`config.mk`:
```
export PLATFORM = sky130hd
export DESIGN_NAME = rowdma
export DESIGN_NICKNAME = d
export VERILOG_FILES = /design/src/rtl/rowdma.sv
export SDC_FILE = /design/constraint.sdc
export NUM_CORES = 1
export LEC_CHECK = 0
export BUFFER_PORTS_ARGS = -buffer_cell sky130_fd_sc_hd__buf_4
export CORE_ASPECT_RATIO = 1.1
export CORE_MARGIN = 5
export CORE_UTILIZATION = 50
export CTS_CLUSTER_SIZE = 24
export DETAILED_ROUTE_END_ITERATION = 8
export PLACE_DENSITY_LB_ADDON = 0.2
export SETUP_SLACK_MARGIN = 0.15
export SYNTH_ARGS = -nofsm -noshare
export SYNTH_HDL_FRONTEND = slang
export SYNTH_SLANG_ARGS = --single-unit
```
`constraint.sdc`:
```
create_clock -name clk -period 3.5 [get_ports clk]
set_input_delay 0.7 -clock clk [delete_from_list [all_inputs] [get_ports clk]]
set_output_delay 0.7 -clock clk [all_outputs]
set_load 0.03 [all_outputs]
```
`src/rtl/rowdma.sv`:
```
module rowdma #(
  parameter int LOC_AW = 13,
  parameter int EXT_AW = 23
) (
  input  logic              clk,
  input  logic              rst_n,
  input  logic              start,
  input  logic              to_ext,
  input  logic [31:0]       loc_addr_in,
  input  logic [31:0]       ext_addr_in,
  input  logic [31:0]       len_cfg,
  output logic              busy,
  output logic [31:0]       loc_addr_out,
  output logic [31:0]       ext_addr_out,
  output logic              ext_valid,
  input  logic              ext_ready,
  output logic              ext_write,
  output logic [EXT_AW-1:0] ext_addr,
  output logic [31:0]       ext_wdata,
  input  logic [31:0]       ext_rdata,
  output logic              loc_en,
  output logic              loc_we,
  output logic [LOC_AW-1:0] loc_addr,
  output logic [31:0]       loc_wdata,
  input  logic [31:0]       loc_rdata
);
  localparam int HB = LOC_AW - 1;
  localparam int LW = LOC_AW;
  localparam logic [LW:0] HALF = (LW+1)'(1) << HB;

  typedef enum logic [1:0] {IDLE, FETCH, CAP, XFER} st_t;
  st_t st;

  logic          dir_q;
  logic [31:0]   loc_q, ext_q, buf_q;
  logic [LW-1:0] len_q, j_q;
  logic [11:0]   skip_q;
  logic [7:0]    cnt_q, row_q;

  function automatic logic [31:0] bswap(input logic [31:0] w);
    return {w[7:0], w[15:8], w[23:16], w[31:24]};
  endfunction

  wire [LW-1:0] len_raw = {{(LW-12){1'b0}}, len_cfg[11:0]} + LW'(1);
  wire [LW-1:0] len_rnd = (len_raw + LW'(7)) & ~LW'(7);
  wire [LW-1:0] off     = {1'b0, loc_addr_in[HB-1:2], 2'b00};
  wire [LW:0]   reach   = {1'b0, off} + {1'b0, len_rnd};
  wire [LW:0]   room    = HALF - {1'b0, off};
  wire [LW-1:0] len_fit = (reach > HALF) ? room[LW-1:0] : len_rnd;

  wire [LW:0]       j_nxt    = {1'b0, j_q} + (LW+1)'(4);
  wire              last_wd  = j_nxt >= {1'b0, len_q};
  wire              last_row = row_q == cnt_q;
  wire [LOC_AW-1:0] loc_beat = loc_q[LOC_AW-1:0] + j_q;
  wire [EXT_AW-1:0] ext_beat = ext_q[EXT_AW-1:0] + EXT_AW'(j_q);
  wire              instr    = loc_addr[HB];
  wire              fire     = (st == XFER) && ext_ready;

  assign busy         = st != IDLE;
  assign loc_addr_out = loc_q;
  assign ext_addr_out = ext_q;
  assign loc_addr     = loc_beat & ~LOC_AW'(3);
  assign ext_addr     = ext_beat & ~EXT_AW'(3);
  assign ext_valid    = st == XFER;
  assign ext_write    = dir_q;
  assign ext_wdata    = buf_q;
  assign loc_we       = fire && !dir_q;
  assign loc_en       = (st == FETCH) || loc_we;
  assign loc_wdata    = instr ? ext_rdata : bswap(ext_rdata);

  always_ff @(posedge clk or negedge rst_n) begin
    if (!rst_n) begin
      st     <= IDLE;
      dir_q  <= 1'b0;
      loc_q  <= '0;
      ext_q  <= '0;
      buf_q  <= '0;
      len_q  <= '0;
      j_q    <= '0;
      skip_q <= '0;
      cnt_q  <= '0;
      row_q  <= '0;
    end else begin
      case (st)
        IDLE: if (start) begin
          dir_q  <= to_ext;
          loc_q  <= loc_addr_in & ~32'd3;
          ext_q  <= ext_addr_in & ~32'd7;
          len_q  <= len_fit;
          skip_q <= len_cfg[31:20];
          cnt_q  <= len_cfg[19:12];
          row_q  <= '0;
          j_q    <= '0;
          st     <= to_ext ? FETCH : XFER;
        end
        FETCH: st <= CAP;
        CAP: begin
          buf_q <= instr ? loc_rdata : bswap(loc_rdata);
          st    <= XFER;
        end
        XFER: if (ext_ready) begin
          if (last_wd) begin
            j_q   <= '0;
            loc_q <= loc_q + 32'(len_q);
            ext_q <= ext_q + 32'(len_q) + 32'(skip_q);
            if (last_row) st <= IDLE;
            else begin
              row_q <= row_q + 8'd1;
              st    <= dir_q ? FETCH : XFER;
            end
          end else begin
            j_q <= j_nxt[LW-1:0];
            st  <= dir_q ? FETCH : XFER;
          end
        end
        default: st <= IDLE;
      endcase
    end
  end

  p_hold_r9: assert property (@(posedge clk) disable iff (!rst_n)
    ext_valid && !ext_ready |=> ext_valid && $stable(ext_addr) && $stable(ext_wdata) && $stable(ext_write));

  p_quiet_r8: assert property (@(posedge clk) disable iff (!rst_n)
    !busy |-> !ext_valid && !loc_en);

  p_launch_r8: assert property (@(posedge clk) disable iff (!rst_n)
    !busy && start |=> busy);

  p_regs_r3: assert property (@(posedge clk) disable iff (!rst_n)
    busy && !(ext_valid && ext_ready) |=> $stable(loc_addr_out) && $stable(ext_addr_out));
endmodule

```
==> impl_metrics.yaml, run 1 <==
critical_path:
  worstSetupEndpointType: "output pin"
  slowest_stage: "dfrtp_1"
  critPathBufInv: 4
  crit_path_frequent_cell: "buf_12"
  cp_top_family: "compound AO/OA/AOI/OAI gates"
  startpoint_type: "flop"
  cp.required_ps: 2800
  critPathArrivalTime_ps: 3320
  crit_type: "flop to output pin"
  worst-path-max-fanout: 8
  max_stage_delay_ps: 430
  path_cells: "ha_4, a211o_1, a2111oi_4, buf_4, o311ai_4, a21oi_4, xnor2_4, buf_12, buf_12, mux2_4, buf_6"
sta:
  max_slew.worst_pin.slew_ps: 1020
  period_share: 1.15
  fin_skew_ps: 18.2
  rsz0062_at_grt: "true"
  finalSetupViolCount: 119
  min_period_ps: 4020
  relSlewSlack: 0.315
  finalHoldViolCount: 0
  slew_viol_final: 0
  setup_slack_ps: -516
  timing.hold.ws_ps: 276
  fmax_mhz: 249
grt:
  grt_use_met3: 0.0856
  grt_pass1_wl_mm: 64.9
  overflow: 0
  grt_use_met2: 0.544
  grt_pass1_vias: 11700
  antenna_found_initial: 6
  busiest_layer: "met2"
  grt_max_degree: 69
  grt_util_all_layers: 0.319
  grtUsageMet1: 0.394
power:
  p_leak_nw: 8.24
  internal-power_mw: 9.00
  comb_power_share: 0.722
  ir_drop_mv: 0.572
  p_per_area_nw_per_um2: 1070
  switching_share: 0.513
  clkPwrFrac: 0.099
  switchingPower_mw: 9.50
  seqPwrFrac: 0.179
floorplan:
  fp-row-count: 57
  fp.dieArea_um2: 25400
  ios: 334
  start_util: 0.506
  die_y_um: 167
  chipWidth_um: 152
  core_area_um2: 22000
synthesis:
  synthTopCellsByArea: "dfrtp_1 33%, ha_1 8.1%, nand2_1 5.6%"
  yosysTopAreaCellShare: 0.330
  syn_area_um2: 11200
  synth_compound_area_frac: 0.195
  yosysTopAreaCell: "dfrtp_1"
  synth_flop_cell: "dfrtp_1"
  yosys-mux-area-fraction: 0.0726
  synth_adder_area_share: 0.104
  synth_edf_count: 0
  synth-seq-cells: 147
  synth-xor-area-share: 0.0581
  syn_avg_cell_area_um2: 8.82
  ys_warn_count: 0
  syn_inst: 1264
  ys_types: 80
  synth_top_family_by_area: "simple AND/OR/NAND/NOR gates"
  seq_area_frac_synth: 0.330
  yosys.area_share.simple: 0.198
  synth-async-reset-ratio: 1.00
layout:
  register_area_um2: 3680
  multi_input_area_um2: 8300
  instances_no_fill: 2016
  fillers: 1448
  nets: 1955
  drive_gt1_frac: 0.424
  area_growth_pct: 55.3
clock_tree:
  clockBufferDepth: 2
  htreeDepth: 4
  cts_tree: "yes"
  cts_buffers: 17
  cts.sinks: 147
  clock_latency_ps: 440
  path_clk_slew_ps: 70
  cts_hold_buf: 0
  cts-root-buf: "clkbuf_16"
placed_design:
  place_congestion: 1.00
  numPortBuffers: 319
  dp_cells: 1915
  dpl.hpwl_mm: 31.5
drt:
  drc: 0
  post_drt_wl_per_cell_um: 22.7
  vias: 12300
  routed_wl_mm: 45.7
  drtAntennaViolNets: 0
  drt_first_pass_iters: 5
  drtIter0Drc: 907
  viasPerCell: 6.11
run_status:
  violations: "negative setup slack"
  status: "finished with violations"
min_path:
  min-delay-path-class: "primary input to async pin"
job:
  maxCapViolCount: 0
[flip-flops by register name, summed over array words and instances (netlist names)]
signal and cells:
cnt_q 8, ext_addr_out 32, ext_wdata 32, ext_write 1, j_q 11, len_q 11
loc_addr_out 30, row_q 8, skip_q 12, st 2
[routing by layer]
metal	wire length [um]	part of all wire
met5	70	0.0015
met4	2220	0.049
met3	4130	0.090
met2	22100	0.48
met1	17100	0.37
[path summary, 6_finish.rpt]
check                         startpoint  slack [ps]              end  cells after the start
max                               j_q[3]        -520    loc_wdata[27]                     11
min                                rst_n         280  ext_addr_out[0]                      1
max reg2reg                       j_q[3]        -340  loc_addr_out[5]                     22
min reg2reg                ext_wdata[22]         480    ext_wdata[22]                      2
max in group asynchronous          rst_n        2380           j_q[2]                      2
min in group clk             len_cfg[12]         450         cnt_q[0]                      3
[Yosys cell counts, types with 6 or more instances]
cell type  instances
nand2_1          165
dfrtp_1          147
nor2_1            91
o21ai_0           75
ha_1              72
a21oi_1           47
nand3_1           46
nor3_1            42
xor2_1            41
clkbuf_1          39
inv_1             39
mux2i_1           34
xnor2_1           33
a211oi_1          26
and3_1            22
mux2_2            19
o22ai_1           19
mux2_4            17
a21o_1            16
a31oi_1           16
nand4_1           16
or3_1             15
fa_1              13
o21a_1            12
and2_1            11
buf_2             10
o21ai_1           10
a22o_1             9
a311oi_1           9
and4_1             9
nand2b_1           9
o221a_2            8
buf_4              7
nor4_1             7
nor2b_1            6
o211ai_1           6
o311ai_0           6
o31ai_1            6
[power by group through the flow]
stage / combinational (mW) / sequential, mW / clock, mW
finish: 13.3 / 3.31 / 1.84
global route: 14.2 / 3.39 / 1.91
CTS: 11.7 / 3.23 / 1.84
detailed placement: 11.0 / 3.23 / 0
global placement: 10.8 / 3.20 / 0
floorplan: 6.35 / 3.98 / 0
[cell type report]
| cell class | instances | area share |
|---|---|---|
| well taps | 295 | 0.0213 |
| inverters | 39 | 0.00845 |
| clock buffers | 17 | 0.0246 |
| repair buffers | 482 | 0.244 |
| clock inverters | 15 | 0.00924 |
| flip-flops and latches | 147 | 0.213 |
| diodes | 3 | 0.000433 |
| multi-input cells | 1018 | 0.479 |
[cells in the final DEF (no fill, tap or decap), types with 9 or more instances in the layout]
| cell type | Yosys | layout |
|---|---|---|
| o21ai_0 | 75 | 56 |
| o21ai_2 | 0 | 11 |
| xor2_1 | 41 | 37 |
| and4_1 | 9 | 9 |
| nor2_1 | 91 | 81 |
| nand2b_1 | 9 | 9 |
| ha_1 | 72 | 64 |
| o21ai_1 | 10 | 16 |
| nor3_1 | 42 | 26 |
| a31oi_1 | 16 | 10 |
| xnor2_1 | 33 | 28 |
| nand3_1 | 46 | 30 |
| buf_12 | 0 | 12 |
| nand2_1 | 165 | 160 |
| o22ai_1 | 19 | 10 |
| nor3_2 | 1 | 11 |
| a211oi_2 | 0 | 13 |
| a211oi_1 | 26 | 13 |
| a21oi_2 | 1 | 15 |
| nand4_1 | 16 | 16 |
| nand3_2 | 0 | 9 |
| and3_1 | 22 | 16 |
| and2_1 | 11 | 11 |
| a21oi_1 | 47 | 30 |
| buf_6 | 5 | 74 |
| a22o_1 | 9 | 9 |
| or3_1 | 15 | 12 |
| mux2_4 | 17 | 36 |
| mux2i_1 | 34 | 33 |
| dfrtp_1 | 147 | 144 |
| inv_1 | 39 | 39 |
| o21a_1 | 12 | 12 |
| a21o_1 | 16 | 16 |
| buf_4 | 7 | 384 |
| clkbuf_16 | 0 | 23 |
| fa_1 | 13 | 12 |
[what timing repair did]
action | CTS | global route
setup buffers | 29 | 26
gates resized for setup | 103 | 214
gates cloned | 4 | 7
pin swaps | 66 | 80
setup endpoints to repair | 92 | 161
[logic make-up (layout without fill, tap and decap cells)]
logic type / after synthesis / count (layout)
XOR/XNOR: 74 / 74
buffers and inverters: 104 / 553
adder cells (fa/ha/maj): 85 / 85
flip-flops: 147 / 147
other: 1 / 9
AO/OA/AOI/OAI: 320 / 320
multiplexers: 70 / 70
AND/OR/NAND/NOR: 463 / 463
[worst reg2reg max path: cells and delay by family (launching register included)]
| family | cells | cell delay, ps |
|---|---|---|
| adders and majority gates | 2 | 500 |
| buffers and inverters | 9 | 1050 |
| xor gates and xnor gates | 1 | 200 |
| and+or+nand+nor | 5 | 530 |
| DFF | 1 | 420 |
| AOI/OAI and AO/OA | 5 | 1010 |
[through the flow]
step                      setup WS, ps  instance area [um2]  TNS (ps)  utilization  power (mW)
after floorplan                    160                11300         0            -        10.3
after global placement            -112                14600      -734        0.660        14.0
after detailed placement          -163                14600     -1810        0.660        14.2
after CTS                         -400                16000    -11910        0.724        16.7
after global routing              -575                17300    -44370        0.786        19.5
final                             -516                17300    -32600        0.786        18.5
No activity file was read; power rests on OpenSTA's default activity.
==> inputs of run 2 (changes only) <==
--- a/config.mk
+++ b/config.mk
@@ -11,8 +11,8 @@
 export CORE_UTILIZATION = 50
 export CTS_CLUSTER_SIZE = 24
 export DETAILED_ROUTE_END_ITERATION = 8
-export PLACE_DENSITY_LB_ADDON = 0.2
-export SETUP_SLACK_MARGIN = 0.15
+export PLACE_DENSITY = 0.76
+export SKIP_CTS_REPAIR_TIMING = 1
 export SYNTH_ARGS = -nofsm -noshare
 export SYNTH_HDL_FRONTEND = slang
 export SYNTH_SLANG_ARGS = --single-unit
==> run 2 against run 1 <==
Against the previous run: the flow still finishes with violations (negative setup slack); first-iteration DRC count shrank 2.8%; via count is 4.3% lower; clock power increased by 3%; critical path type unchanged; critical endpoint is now loc_wdata[26]; largest power group unchanged.
==> impl_metrics.yaml, run 2 (synthesized netlist as in run 1, its figures left out) <==
run_status:
  status: "finished with violations"
  violations: "negative setup slack"
critical_path:
  startpoint_type: "flop"
  crit_start: "j_q[3]"
  worstSetupEndpointType: "output pin"
  crit_type: "flop to output pin"
  critPathArrivalTime_ps: 3240
  path_cells: "ha_4, a211o_1, a2111oi_4, o311ai_4, a21oi_4, xnor2_4, clkbuf_16, mux2_4, buf_6"
  r2r_cells: 17
  cp.required_ps: 2800
  slowest_stage: "a2111oi_4"
  worst-path-max-fanout: 5
  reg2reg_from: "j_q[3]"
  max_stage_delay_ps: 470
sta:
  max_slew.worst_pin.slew_ps: 1020
  setup_slack_ps: -440
  min_period_ps: 3940
  timing.hold.ws_ps: 234
  rsz0062_at_grt: "true"
  slew_viol_final: 0
  finalSetupViolCount: 40
  period_share: 1.13
  fmax_mhz: 254
  relSlewSlack: 0.316
  finalHoldViolCount: 0
  fin_skew_ps: 13.8
layout:
  diodes: 0
  instances_no_fill: 1979
  final_cell_mix: "392 x buf_4, 163 x nand2_1, 147 x dfrtp_1, 86 x nor2_1, 73 x o21ai_0"
  nets: 1921
  final_common_cell: "buf_4"
  drive_gt1_frac: 0.345
  area_growth_pct: 42.7
floorplan:
  chipWidth_um: 152
  start_util: 0.506
  ios: 334
  core_area_um2: 22000
  die_y_um: 167
  fp.dieArea_um2: 25400
  fp-row-count: 57
placed_design:
  numPortBuffers: 319
  dpl.hpwl_mm: 31.9
  place_congestion: 0.928
  dp_cells: 1927
drt:
  viasPerCell: 5.95
  drtAntennaViolNets: 0
  drtIter0Drc: 882
  post_drt_wl_per_cell_um: 21.5
  vias: 11800
  drc: 0
  drt_first_pass_iters: 5
  routed_wl_mm: 42.5
grt:
  overflow: 0
  grt_max_degree: 65
  grt_pass1_wl_mm: 63.2
  grt_util_all_layers: 0.308
  grt_pass1_vias: 11600
  antenna_found_initial: 0
power:
  ir_drop_mv: 0.542
  p_per_area_nw_per_um2: 1070
  p_leak_nw: 7.81
min_path:
  min-delay-path-class: "primary input to async pin"
clock_tree:
  path_clk_slew_ps: 70
  cts-root-buf: "clkbuf_16"
  htreeDepth: 4
  clock_latency_ps: 430
  clockBufferDepth: 2
  cts_tree: "yes"
  cts.sinks: 147
  cts_buffers: 17
job:
  maxCapViolCount: 0
==> run 2: cell count changes in the layout (fill, tap and decap cells not counted), moves of 8 or more <==
cell / previous run / this run
a211oi_1: 13 / 22
a211oi_2: 13 / 4
a21oi_1: 30 / 42
a21oi_2: 15 / 4
buf_4: 384 / 392
buf_6: 74 / 43
nand3_1: 30 / 44
nand3_2: 9 / 1
nor3_1: 26 / 38
o21ai_0: 56 / 73
o21ai_2: 11 / 0
o22ai_1: 10 / 19
==> run 2: per-stage QoR <==
stage	area (um2)	worst slack, ps	setup TNS [ps]	util	power, mW
after floorplan	11200	10.7	0	-	10.3
after global placement	14600	-226	-2070	0.661	14.0
after detailed placement	14600	-278	-3880	0.661	14.2
after CTS	15200	-585	-19080	0.688	16.2
after global routing	15900	-529	-18830	0.722	18.1
final	15900	-440	-13520	0.722	17.1
==> run 2: layer usage <==
metal | routed length (um) | GRT usage | part of all wire
met1 | 16400 | 0.379 | 0.39
met2 | 21300 | 0.542 | 0.50
met3 | 3080 | 0.0498 | 0.072
met4 | 1760 | 0.121 | 0.041
met5 | 0 | 0 | 0
==> run 2: area by class of cell <==
| type | count | area, um2 |
|---|---|---|
| multi-input combinational | 1018 | 7420 |
| fill | 1682 | 6120 |
| timing repair buffer | 448 | 3700 |
| sequential | 147 | 3680 |
| clock buffer | 18 | 439 |
| tap | 295 | 369 |
| clock inverter | 14 | 164 |
| inverter | 39 | 146 |
==> run 2: where the power goes <==
group          switching [mW]  leakage (nW)  total (mW)  internal [mW]
Clock                   0.855         0.291        1.89           1.04
Sequential              0.814          1.77        3.22           2.40
Combinational            7.01          5.74        12.0           4.96
Total                    8.68          7.81        17.1           8.40
==> run 2: path summary, 6_finish.rpt <==
| check | slack (ps) | endpoint |
|---|---|---|
| setup / recovery | -440 | loc_wdata[26] |
| hold / removal | 230 | ext_addr_out[0] |
| setup reg to reg | 10 | row_q[3] |
| hold reg to reg | 490 | ext_wdata[7] |
| max in group asynchronous | 2400 | ext_wdata[4] |
| min in group clk | 450 | cnt_q[7] |
==> run 2: worst max-delay path, delay by kind of cell (launching register included) <==
family                   cells  cell delay, ps
AO/OA/AOI/OAI                4            1170
flip-flops                   1             430
buffers and inverters        2             390
multiplexers                 1             340
adder cells (fa/ha/maj)      1             240
XOR/XNOR                     1             240
